===== src/rtl/bgs_pkg.sv =====
package bgs_pkg;
   typedef enum logic [1:0] {
      POL_NONE = 2'b00,
      POL_POS  = 2'b01,
      POL_NEG  = 2'b10
   } pol_e;
endpackage


===== src/rtl/bgs_polarity_det.sv =====
module bgs_polarity_det
   import bgs_pkg::*;
#(
   parameter int SAMPLE_W = 13
) (
   input  logic                       clk,
   input  logic                       rst_n,
   input  logic                       smp_valid,
   input  logic signed [SAMPLE_W-1:0] line_smp,
   input  logic signed [SAMPLE_W-1:0] neut_smp,
   input  logic        [SAMPLE_W-1:0] hyst_th,
   output pol_e                       pol_o
);
   localparam int DIFF_W = SAMPLE_W + 1;

   logic signed [DIFF_W-1:0] diff;
   logic signed [DIFF_W-1:0] th_hi;
   logic signed [DIFF_W-1:0] th_lo;
   pol_e                     pol_q;

   // Sign-extend both samples so the difference cannot overflow.
   assign diff  = $signed({line_smp[SAMPLE_W-1], line_smp})
                - $signed({neut_smp[SAMPLE_W-1], neut_smp});
   assign th_hi = $signed({1'b0, hyst_th});
   assign th_lo = -th_hi;

   always_ff @(posedge clk) begin
      if (!rst_n) begin
         pol_q <= POL_NONE;
      end else if (smp_valid) begin
         if (diff > th_hi) begin
            pol_q <= POL_POS;
         end else if (diff < th_lo) begin
            pol_q <= POL_NEG;
         end
      end
   end

   assign pol_o = pol_q;
endmodule


===== src/rtl/bgs_swap_blanker.sv =====
module bgs_swap_blanker
   import bgs_pkg::*;
#(
   parameter int CNT_W = 8
) (
   input  logic             clk,
   input  logic             rst_n,
   input  pol_e             pol_det,
   input  logic [CNT_W-1:0] blank_cyc,
   output pol_e             pol_act
);
   pol_e             target_q;
   pol_e             act_q;
   logic [CNT_W-1:0] cnt_q;

   always_ff @(posedge clk) begin
      if (!rst_n) begin
         target_q <= POL_NONE;
         act_q    <= POL_NONE;
         cnt_q    <= '0;
      end else if (pol_det != target_q) begin
         // New decision: drop the routing and (re)start the off window.
         target_q <= pol_det;
         act_q    <= POL_NONE;
         cnt_q    <= blank_cyc;
      end else if (act_q != target_q) begin
         if (cnt_q == '0) begin
            act_q <= target_q;
         end else begin
            cnt_q <= cnt_q - 1'b1;
         end
      end
   end

   assign pol_act = act_q;
endmodule


===== src/rtl/bgs_gate_route.sv =====
module bgs_gate_route
   import bgs_pkg::*;
#(
   parameter bit OUT_REG = 1'b0
) (
   input  logic       clk,
   input  logic       rst_n,
   input  logic       en,
   input  pol_e       pol_act,
   input  logic       pwm_d,
   input  logic       pwm_dn,
   output logic [3:0] gates   // {hf_a, hf_b, slow_a, slow_b}
);
   logic [3:0] route;
   logic [3:0] masked;

   always_comb begin
      route = 4'b0000;
      case (pol_act)
         POL_POS: route = {pwm_dn, pwm_d, 1'b0, 1'b1};
         POL_NEG: route = {pwm_d, pwm_dn, 1'b1, 1'b0};
         default: route = 4'b0000;
      endcase
      masked = en ? route : 4'b0000;
   end

   generate
      if (OUT_REG) begin : g_reg
         logic [3:0] gates_q;
         always_ff @(posedge clk) begin
            if (!rst_n) begin
               gates_q <= '0;
            end else begin
               gates_q <= masked;
            end
         end
         assign gates = gates_q;
      end else begin : g_comb
         assign gates = masked;
      end
   endgenerate
endmodule


===== src/rtl/bridge_gate_steer.sv =====
module bridge_gate_steer
   import bgs_pkg::*;
#(
   parameter int SAMPLE_W = 13,
   parameter int CNT_W    = 8,
   parameter bit OUT_REG  = 1'b0
) (
   input  logic                       clk,
   input  logic                       rst_n,
   input  logic                       en,
   input  logic                       smp_valid,
   input  logic signed [SAMPLE_W-1:0] line_smp,
   input  logic signed [SAMPLE_W-1:0] neut_smp,
   input  logic        [SAMPLE_W-1:0] hyst_th,
   input  logic        [CNT_W-1:0]    blank_cyc,
   input  logic                       pwm_d,
   input  logic                       pwm_dn,
   output logic                       gate_hf_a,
   output logic                       gate_hf_b,
   output logic                       gate_slow_a,
   output logic                       gate_slow_b
);
   generate
      if (SAMPLE_W < 4 || SAMPLE_W > 32) begin : g_bad_sample_w
         $error("bridge_gate_steer: SAMPLE_W must be 4..32");
      end
      if (CNT_W < 1 || CNT_W > 24) begin : g_bad_cnt_w
         $error("bridge_gate_steer: CNT_W must be 1..24");
      end
   endgenerate

   pol_e       pol_det;
   pol_e       pol_act;
   logic [3:0] gates;

   bgs_polarity_det #(.SAMPLE_W(SAMPLE_W)) u_det (
      .clk       (clk),
      .rst_n     (rst_n),
      .smp_valid (smp_valid),
      .line_smp  (line_smp),
      .neut_smp  (neut_smp),
      .hyst_th   (hyst_th),
      .pol_o     (pol_det)
   );

   bgs_swap_blanker #(.CNT_W(CNT_W)) u_blank (
      .clk       (clk),
      .rst_n     (rst_n),
      .pol_det   (pol_det),
      .blank_cyc (blank_cyc),
      .pol_act   (pol_act)
   );

   bgs_gate_route #(.OUT_REG(OUT_REG)) u_route (
      .clk     (clk),
      .rst_n   (rst_n),
      .en      (en),
      .pol_act (pol_act),
      .pwm_d   (pwm_d),
      .pwm_dn  (pwm_dn),
      .gates   (gates)
   );

   assign {gate_hf_a, gate_hf_b, gate_slow_a, gate_slow_b} = gates;
endmodule


===== config.mk =====
export PLATFORM = sky130hd
export DESIGN_NAME = bridge_gate_steer
export DESIGN_NICKNAME = d
export VERILOG_FILES = /design/src/rtl/bgs_pkg.sv /design/src/rtl/bgs_polarity_det.sv /design/src/rtl/bgs_swap_blanker.sv /design/src/rtl/bgs_gate_route.sv /design/src/rtl/bridge_gate_steer.sv
export SDC_FILE = /design/constraint.sdc
export NUM_CORES = 1
export LEC_CHECK = 0
export BUFFER_PORTS_ARGS = -buffer_cell sky130_fd_sc_hd__clkbuf_2
export CORE_MARGIN = 2
export CORE_UTILIZATION = 50
export DETAILED_ROUTE_END_ITERATION = 8
export PLACE_DENSITY = 0.76
export SYNTH_ARGS = -nofsm -noshare
export SYNTH_HDL_FRONTEND = slang
export SYNTH_SLANG_ARGS = --single-unit

===== constraint.sdc =====
create_clock -name clk -period 3.5 [get_ports clk]
set_input_delay 0 -clock clk [delete_from_list [all_inputs] [get_ports clk]]
set_output_delay 0 -clock clk [all_outputs]
set_load 0.005 [all_outputs]

==> flow_summary.ini, run 1 <==
[place]
finalWeightedCongestion = 0.807
place_worst_setup_slack_ns = 0.0363
place.detailed.hpwl_mm = 4.19
portBuffers = 56

[sta]
setup-violations-final = 0
timing_max_transition_violations_final = 0
finalCritPeriodShare_pct = 92.2
fmax_ghz = 0.310
finalSetupTns_ns = 0
tightestPinTransition_ns = 0.987
setup_repair_after_global_routing_missed_its_margin = false
final.setup_skew_ns = 0.00161
timing.max_slew.rel_slack_pct = 33.9
layout_setup_ws_ns = 0.274
finalWorstPathRequiredPeriod_ns = 3.23
final_hold_viol_count = 0

[route]
postRouteWirelength_mm = 4.95
via_count = 2259
drt_iter0_drcs = 71
drt_drc_violations_left = 0
routed_via_density = 5.50
wl_per_cell_um = 12.1
first_pass_iters = 4
drt.antenna.violating_nets = 0

[logic_synthesis]
ys_types = 53
synth.net_count = 393
syn_area_per_cell_sq_um = 7.75
asyncSetResetFlopFracSynth_pct = 0
yosys_register_bits = 14
yosysSeqAreaShare_pct = 12.1
ys_warn_count = 0
synth_enable_flop_cells = 0
synthesis.instances = 299
synth_flop_cell = sky130_fd_sc_hd__dfxtp_1
syn-cell-area_sq_um = 2320

[finish]
ff_latch_area_sq_um = 280
finalCoreUtilization_pct = 62.0
antenna-diode-count = 0
drive_above_1_share_pct = 21.2
multi_input_area_sq_um = 1860
mostFrequentLayoutCells = 56 x sky130_fd_sc_hd__clkbuf_2, 41 x sky130_fd_sc_hd__inv_1, 40 x sky130_fd_sc_hd__ha_1, 22 x sky130_fd_sc_hd__nor2_1, 22 x sky130_fd_sc_hd__nand2_1
num-fill-cells = 422
final_net_count = 454
layout.cells.most_common = sky130_fd_sc_hd__clkbuf_2
area_delta_synth_final_pct = 18.2

[hold_path]
hold_class = in2reg
hold-path-cell-count = 2
worstHoldStart = blank_cyc[5]
holdPathEnd = u_blank.cnt_q[5]

[worst_setup_path]
reg2reg_launch_point = u_blank.cnt_q[3]
crit_path_start_kind = input pin
regToRegSetupSlack_ns = 1.32
critical_path.endpoint_type = register
timing.critical_path.from = line_smp[0]
worstRegToRegCells = 8
reg2reg_to = u_blank.cnt_q[7]
worst-endpoint-arrival_ns = 3.37
criticalPathCategory = in2reg
largest_fanout_on_the_critical_path = 4
timing.critical_path.required_ns = 3.64

[global_routing]
number_of_global_route_vias_before_repair = 2154
grt_util_all_layers_pct = 19.7
initial_antenna_violation_count = 0
globalRouteOverflowTotal = 0
largest_net_degree_at_the_start_of_global_routing = 17
grt_first_pass_wirelength_mm = 8.48

[die]
die_area_sq_um = 5190
start_util_pct = 52.5
floorplan.die.height_um = 72.1
std_cell_rows = 24
die_w_um = 72.1
io-pin-count = 57
core_area_sq_um = 4410

[clocking]
numCtsBuffers = 3
clock_latency_ns = 0.25
tritoncts = done
clock_sinks = 14
htreeDepth = 1
post_cts_clock_slew_at_the_launch_and_capture_registers_of_the_worst_setup_and_hold_paths_ns = 0.06
cts-root-to-sink-buffers = 2
ctsRootBufferMaster = sky130_fd_sc_hd__clkbuf_8

[run]
drv_cap = 0

[pwr]
pwr_density_cell_nw_per_um2 = 374
leak_nw = 1.44
peakVddDrop_mv = 0.186

[status]
run_status = finished, final reports clean
-- flip-flops by register name, indices dropped and copies added, names as in the netlist --
name              flops
u_blank.pol_act       2
u_blank.target_q      2
u_blank.cnt_q         8
u_det.pol_o           2
-- cell usage after synthesis (all sizes together) (4+ instances only) --
cell type	number	area (sq um)
nand2	22	82.6
nor3	10	55.1
a31oi	7	62.6
o211a	7	70.1
ha	40	500
nand2b	8	52.6
o21a	4	30.0
o21ai	14	81.3
xor2	7	61.3
nand3	7	35.0
inv	41	154
and2	5	31.3
nor4	7	77.6
dfxtp	14	280
xnor2	21	184
o211ai	4	35.0
a21oi	15	78.8
a21o	4	30.0
nor2	22	82.6
mux2i	5	50.1
-- critical path, stage by stage --
cell and delay, ns:
sky130_fd_sc_hd__clkbuf_2 0.07, sky130_fd_sc_hd__inv_1 0.03, sky130_fd_sc_hd__ha_1 0.24, sky130_fd_sc_hd__fa_1 0.41, sky130_fd_sc_hd__inv_1 0.07, sky130_fd_sc_hd__a21oi_1 0.10, sky130_fd_sc_hd__o211ai_2 0.26, sky130_fd_sc_hd__a31oi_1 0.13
sky130_fd_sc_hd__o21bai_1 0.15, sky130_fd_sc_hd__a21o_1 0.13, sky130_fd_sc_hd__a21oi_1 0.07, sky130_fd_sc_hd__xnor2_1 0.22, sky130_fd_sc_hd__ha_1 0.29, sky130_fd_sc_hd__nand4_1 0.08, sky130_fd_sc_hd__nor3_1 0.07, sky130_fd_sc_hd__a311oi_1 0.33
sky130_fd_sc_hd__a31oi_2 0.15, sky130_fd_sc_hd__nor3_1 0.26, sky130_fd_sc_hd__nor4_2 0.09, sky130_fd_sc_hd__o221a_1 0.24
-- cells by family (layout without fill, tap and decap cells) --
family / after synthesis / after routing / synth area share [%]
flops: 14 / 14 / 12.1
buf+inv: 45 / 105 / 7.46
fa+ha+maj: 41 / 41 / 22.5
mux: 5 / 5 / 2.16
xor+xnor: 28 / 28 / 10.6
compound gates: 70 / 70 / 22.7
simple gates: 96 / 96 / 22.5
-- worst max path at each step --
| stage | to | slack [ns] |
|---|---|---|
| after global routing | u_det.pol_o[1] | 0.04 |
| after global placement | u_det.pol_o[1] | 0.16 |
| after detailed placement | u_det.pol_o[1] | 0.04 |
| after floorplan | u_det.pol_o[1] | 0.43 |
| final | u_det.pol_o[1] | 0.27 |
| after CTS | u_det.pol_o[1] | 0.28 |
-- per-stage QoR --
stage	cells	total power, W	hold slack [ns]	cell area (sq um)
3_5_place_dp	403	0.000856	0.247	2640
5_1_grt	411	0.00113	0.000683	2740
6_report	411	0.00102	0.000918	2740
2_1_floorplan	299	0.000728	0.110	2320
4_1_cts	411	0.00103	0.00187	2740
3_3_place_gp	403	0.000836	0.241	2640
-- cell type report --
type	instances	share of cell area, %
Inverter	41	5.62
Sequential cell	14	10.2
Multi-Input combinational cell	240	68.1
Tap cell	52	2.38
Clock buffer	4	2.01
Timing Repair Buffer	60	11.7
-- per-layer routing --
layer  GRT usage, %  vias to the layer above  wire [um]
met5              0                        -          0
met4           6.50                        0         95
met3          0.972                        9        233
met2           37.3                       70       2390
met1           23.6                     1003       2240
li1               -                     1177          -
-- power breakdown --
group / total (W) / internal (W) / switching, W
clock: 0.000159 / 0.0000998 / 0.0000596
sequential: 0.000242 / 0.000202 / 0.0000403
combinational: 0.000622 / 0.000291 / 0.000331
-- timing repair --
action,CTS,global route
setup buffers,0,0
gates resized for setup,0,0
hold buffers,4,0
endpoints found under the hold margin,4,0
endpoints found under the setup margin,0,0
Power figures use the tool's default switching activity.
==> run 2, diff against run 1 <==
--- a/config.mk
+++ b/config.mk
@@ -9,7 +9,7 @@
 export CORE_MARGIN = 2
 export CORE_UTILIZATION = 50
 export DETAILED_ROUTE_END_ITERATION = 8
-export PLACE_DENSITY = 0.76
+export PLACE_DENSITY_LB_ADDON = 0.2
 export SYNTH_ARGS = -nofsm -noshare
 export SYNTH_HDL_FRONTEND = slang
 export SYNTH_SLANG_ARGS = --single-unit
==> flow_summary.ini, run 2 (same netlist as run 1, synthesis figures left out) <==
[finish]
final_net_count = 453
registers.top_by_ff_count = u_blank.cnt_q
mostFrequentLayoutCells = 56 x sky130_fd_sc_hd__clkbuf_2, 41 x sky130_fd_sc_hd__inv_1, 40 x sky130_fd_sc_hd__ha_1, 22 x sky130_fd_sc_hd__nor2_1, 22 x sky130_fd_sc_hd__nand2_1
flip_flop_count_of_the_largest_register_after_layout = 8
fin_area_sq_um = 2730
drive_above_1_share_pct = 21.6
antenna-diode-count = 0
layout.cells.most_common = sky130_fd_sc_hd__clkbuf_2
area_delta_synth_final_pct = 17.7
num-fill-cells = 384

[place]
finalWeightedCongestion = 0.832
place.detailed.hpwl_mm = 4.19
portBuffers = 56
detailed_place.area_sq_um = 2640

[worst_setup_path]
timing.critical_path.required_ns = 3.69
regToRegSetupSlack_ns = 1.33
crit_path_start_kind = input pin
criticalPathCategory = in2reg
critical_path.endpoint_type = register
largest_fanout_on_the_critical_path = 4
worst-endpoint-arrival_ns = 3.37

[route]
drt.antenna.violating_nets = 0
wl_met1_mm = 2.41
met3_wirelength_um = 214
routed_via_density = 5.43
via_count = 2221
routed-wl-met2_mm = 2.28
first_pass_iters = 4
route.top_layer_used = met4
postRouteWirelength_mm = 4.95
wl_per_cell_um = 12.1
drt_iter0_drcs = 84
drt_drc_violations_left = 0

[clocking]
cts_post_setup_buffers_inserted = 0
htreeDepth = 1
numCtsBuffers = 3
ctsRootBufferMaster = sky130_fd_sc_hd__clkbuf_8
post_cts_clock_slew_at_the_launch_and_capture_registers_of_the_worst_setup_and_hold_paths_ns = 0.06
cts-root-to-sink-buffers = 2
clock_latency_ns = 0.24
clock_sinks = 14
tritoncts = done

[die]
die_w_um = 72.1
io-pin-count = 57
die_area_sq_um = 5190
std_cell_rows = 24
core_area_sq_um = 4410
floorplan.die.height_um = 72.1
start_util_pct = 52.5

[pwr]
leak_nw = 1.43
pwr_density_cell_nw_per_um2 = 367
peakVddDrop_mv = 0.167

[sta]
setup-violations-final = 0
tightestPinTransition_ns = 1.03
fmax_ghz = 0.315
final.setup_skew_ns = 0.000768
final_hold_viol_count = 1
setup_repair_after_global_routing_missed_its_margin = false
worst_hold_slack_ns = -0.00109
timing.max_slew.rel_slack_pct = 31.1
finalCritPeriodShare_pct = 90.8
finalSetupTns_ns = 0
finalWorstPathRequiredPeriod_ns = 3.18
timing_max_transition_violations_final = 0

[run]
drv_cap = 0

[global_routing]
grt_util_all_layers_pct = 20.5
largest_net_degree_at_the_start_of_global_routing = 17
number_of_global_route_vias_before_repair = 2109
globalRouteOverflowTotal = 0
grt_first_pass_wirelength_mm = 8.84
initial_antenna_violation_count = 0

[status]
failed_checks = negative hold slack
run_status = finished, violations left

[hold_path]
hold_class = in2reg
==> run 2: cell count changes in the layout (fill, tap and decap cells not counted), sizes merged <==
cell / previous run / this run
clkbuf: 60 / 59
dlygate4sd3: 4 / 3
==> run 2: worst max-delay path, cell delays in order <==
cell	delay (ns)
sky130_fd_sc_hd__clkbuf_2	0.08
sky130_fd_sc_hd__inv_1	0.03
sky130_fd_sc_hd__ha_1	0.24
sky130_fd_sc_hd__fa_1	0.42
sky130_fd_sc_hd__inv_1	0.07
sky130_fd_sc_hd__a21oi_1	0.10
sky130_fd_sc_hd__o211ai_2	0.26
sky130_fd_sc_hd__a31oi_1	0.12
sky130_fd_sc_hd__o21bai_1	0.15
sky130_fd_sc_hd__a21o_1	0.13
sky130_fd_sc_hd__a21oi_1	0.07
sky130_fd_sc_hd__xnor2_1	0.15
sky130_fd_sc_hd__ha_1	0.32
sky130_fd_sc_hd__nand4_1	0.10
sky130_fd_sc_hd__nor3_2	0.21
sky130_fd_sc_hd__a311oi_2	0.07
sky130_fd_sc_hd__a31oi_2	0.22
sky130_fd_sc_hd__nor3_1	0.09
sky130_fd_sc_hd__nor4_2	0.32
sky130_fd_sc_hd__o221a_1	0.21
==> run 2: where the power goes <==
part	leakage [nW]	internal (W)	switching (W)
Clock	0.0216	0.0000761	0.0000546
Sequential	0.115	0.000202	0.0000422
Combinational	1.29	0.000293	0.000333
==> run 2: area by class of cell <==
class                      instances  area, sq um  area share (%)
multi-input combinational        240         1870            68.8
timing repair buffer              59          310            11.4
sequential                        14          280            10.3
inverter                          41          154            5.65
tap                               52         65.1            2.39
clock buffer                       3         41.3            1.52
==> run 2: stage by stage <==
step	instances	hold slack (ns)	util [%]	worst slack [ns]	power (W)
4_1_cts	409	0.000522	61.5	0.293	0.000996
6_report	409	-0.00109	61.7	0.322	0.00100
5_1_grt	409	0.000966	61.7	0.0237	0.00110
3_5_place_dp	403	0.247	59.9	0.0547	0.000858
2_1_floorplan	299	0.110	-	0.433	0.000728
3_3_place_gp	403	0.241	59.9	0.154	0.000837
==> run 2: repair_timing <==
item / 4_1_cts / 5_1_grt
hold buffers: 3 / 0
gates resized for setup: 0 / 2
hold endpoints to repair: 3 / 0
setup endpoints to repair: 0 / 2
==> run 2: per-layer routing <==
layer | up-vias | GRT usage, %
li1 | 1173 | -
met4 | 0 | 4.61
met1 | 993 | 27.4
met5 | - | 0
met3 | 6 | 2.64
met2 | 49 | 35.2
==> run 2: path summary, 6_finish.rpt <==
check	from	endpoint	cells past startpoint
hold reg to reg	u_det.pol_o[0]	u_blank.target_q[0]	2
setup / recovery	line_smp[0]	u_det.pol_o[1]	20
setup reg to reg	u_blank.cnt_q[3]	u_blank.cnt_q[7]	8
hold / removal	blank_cyc[3]	u_blank.cnt_q[3]	2
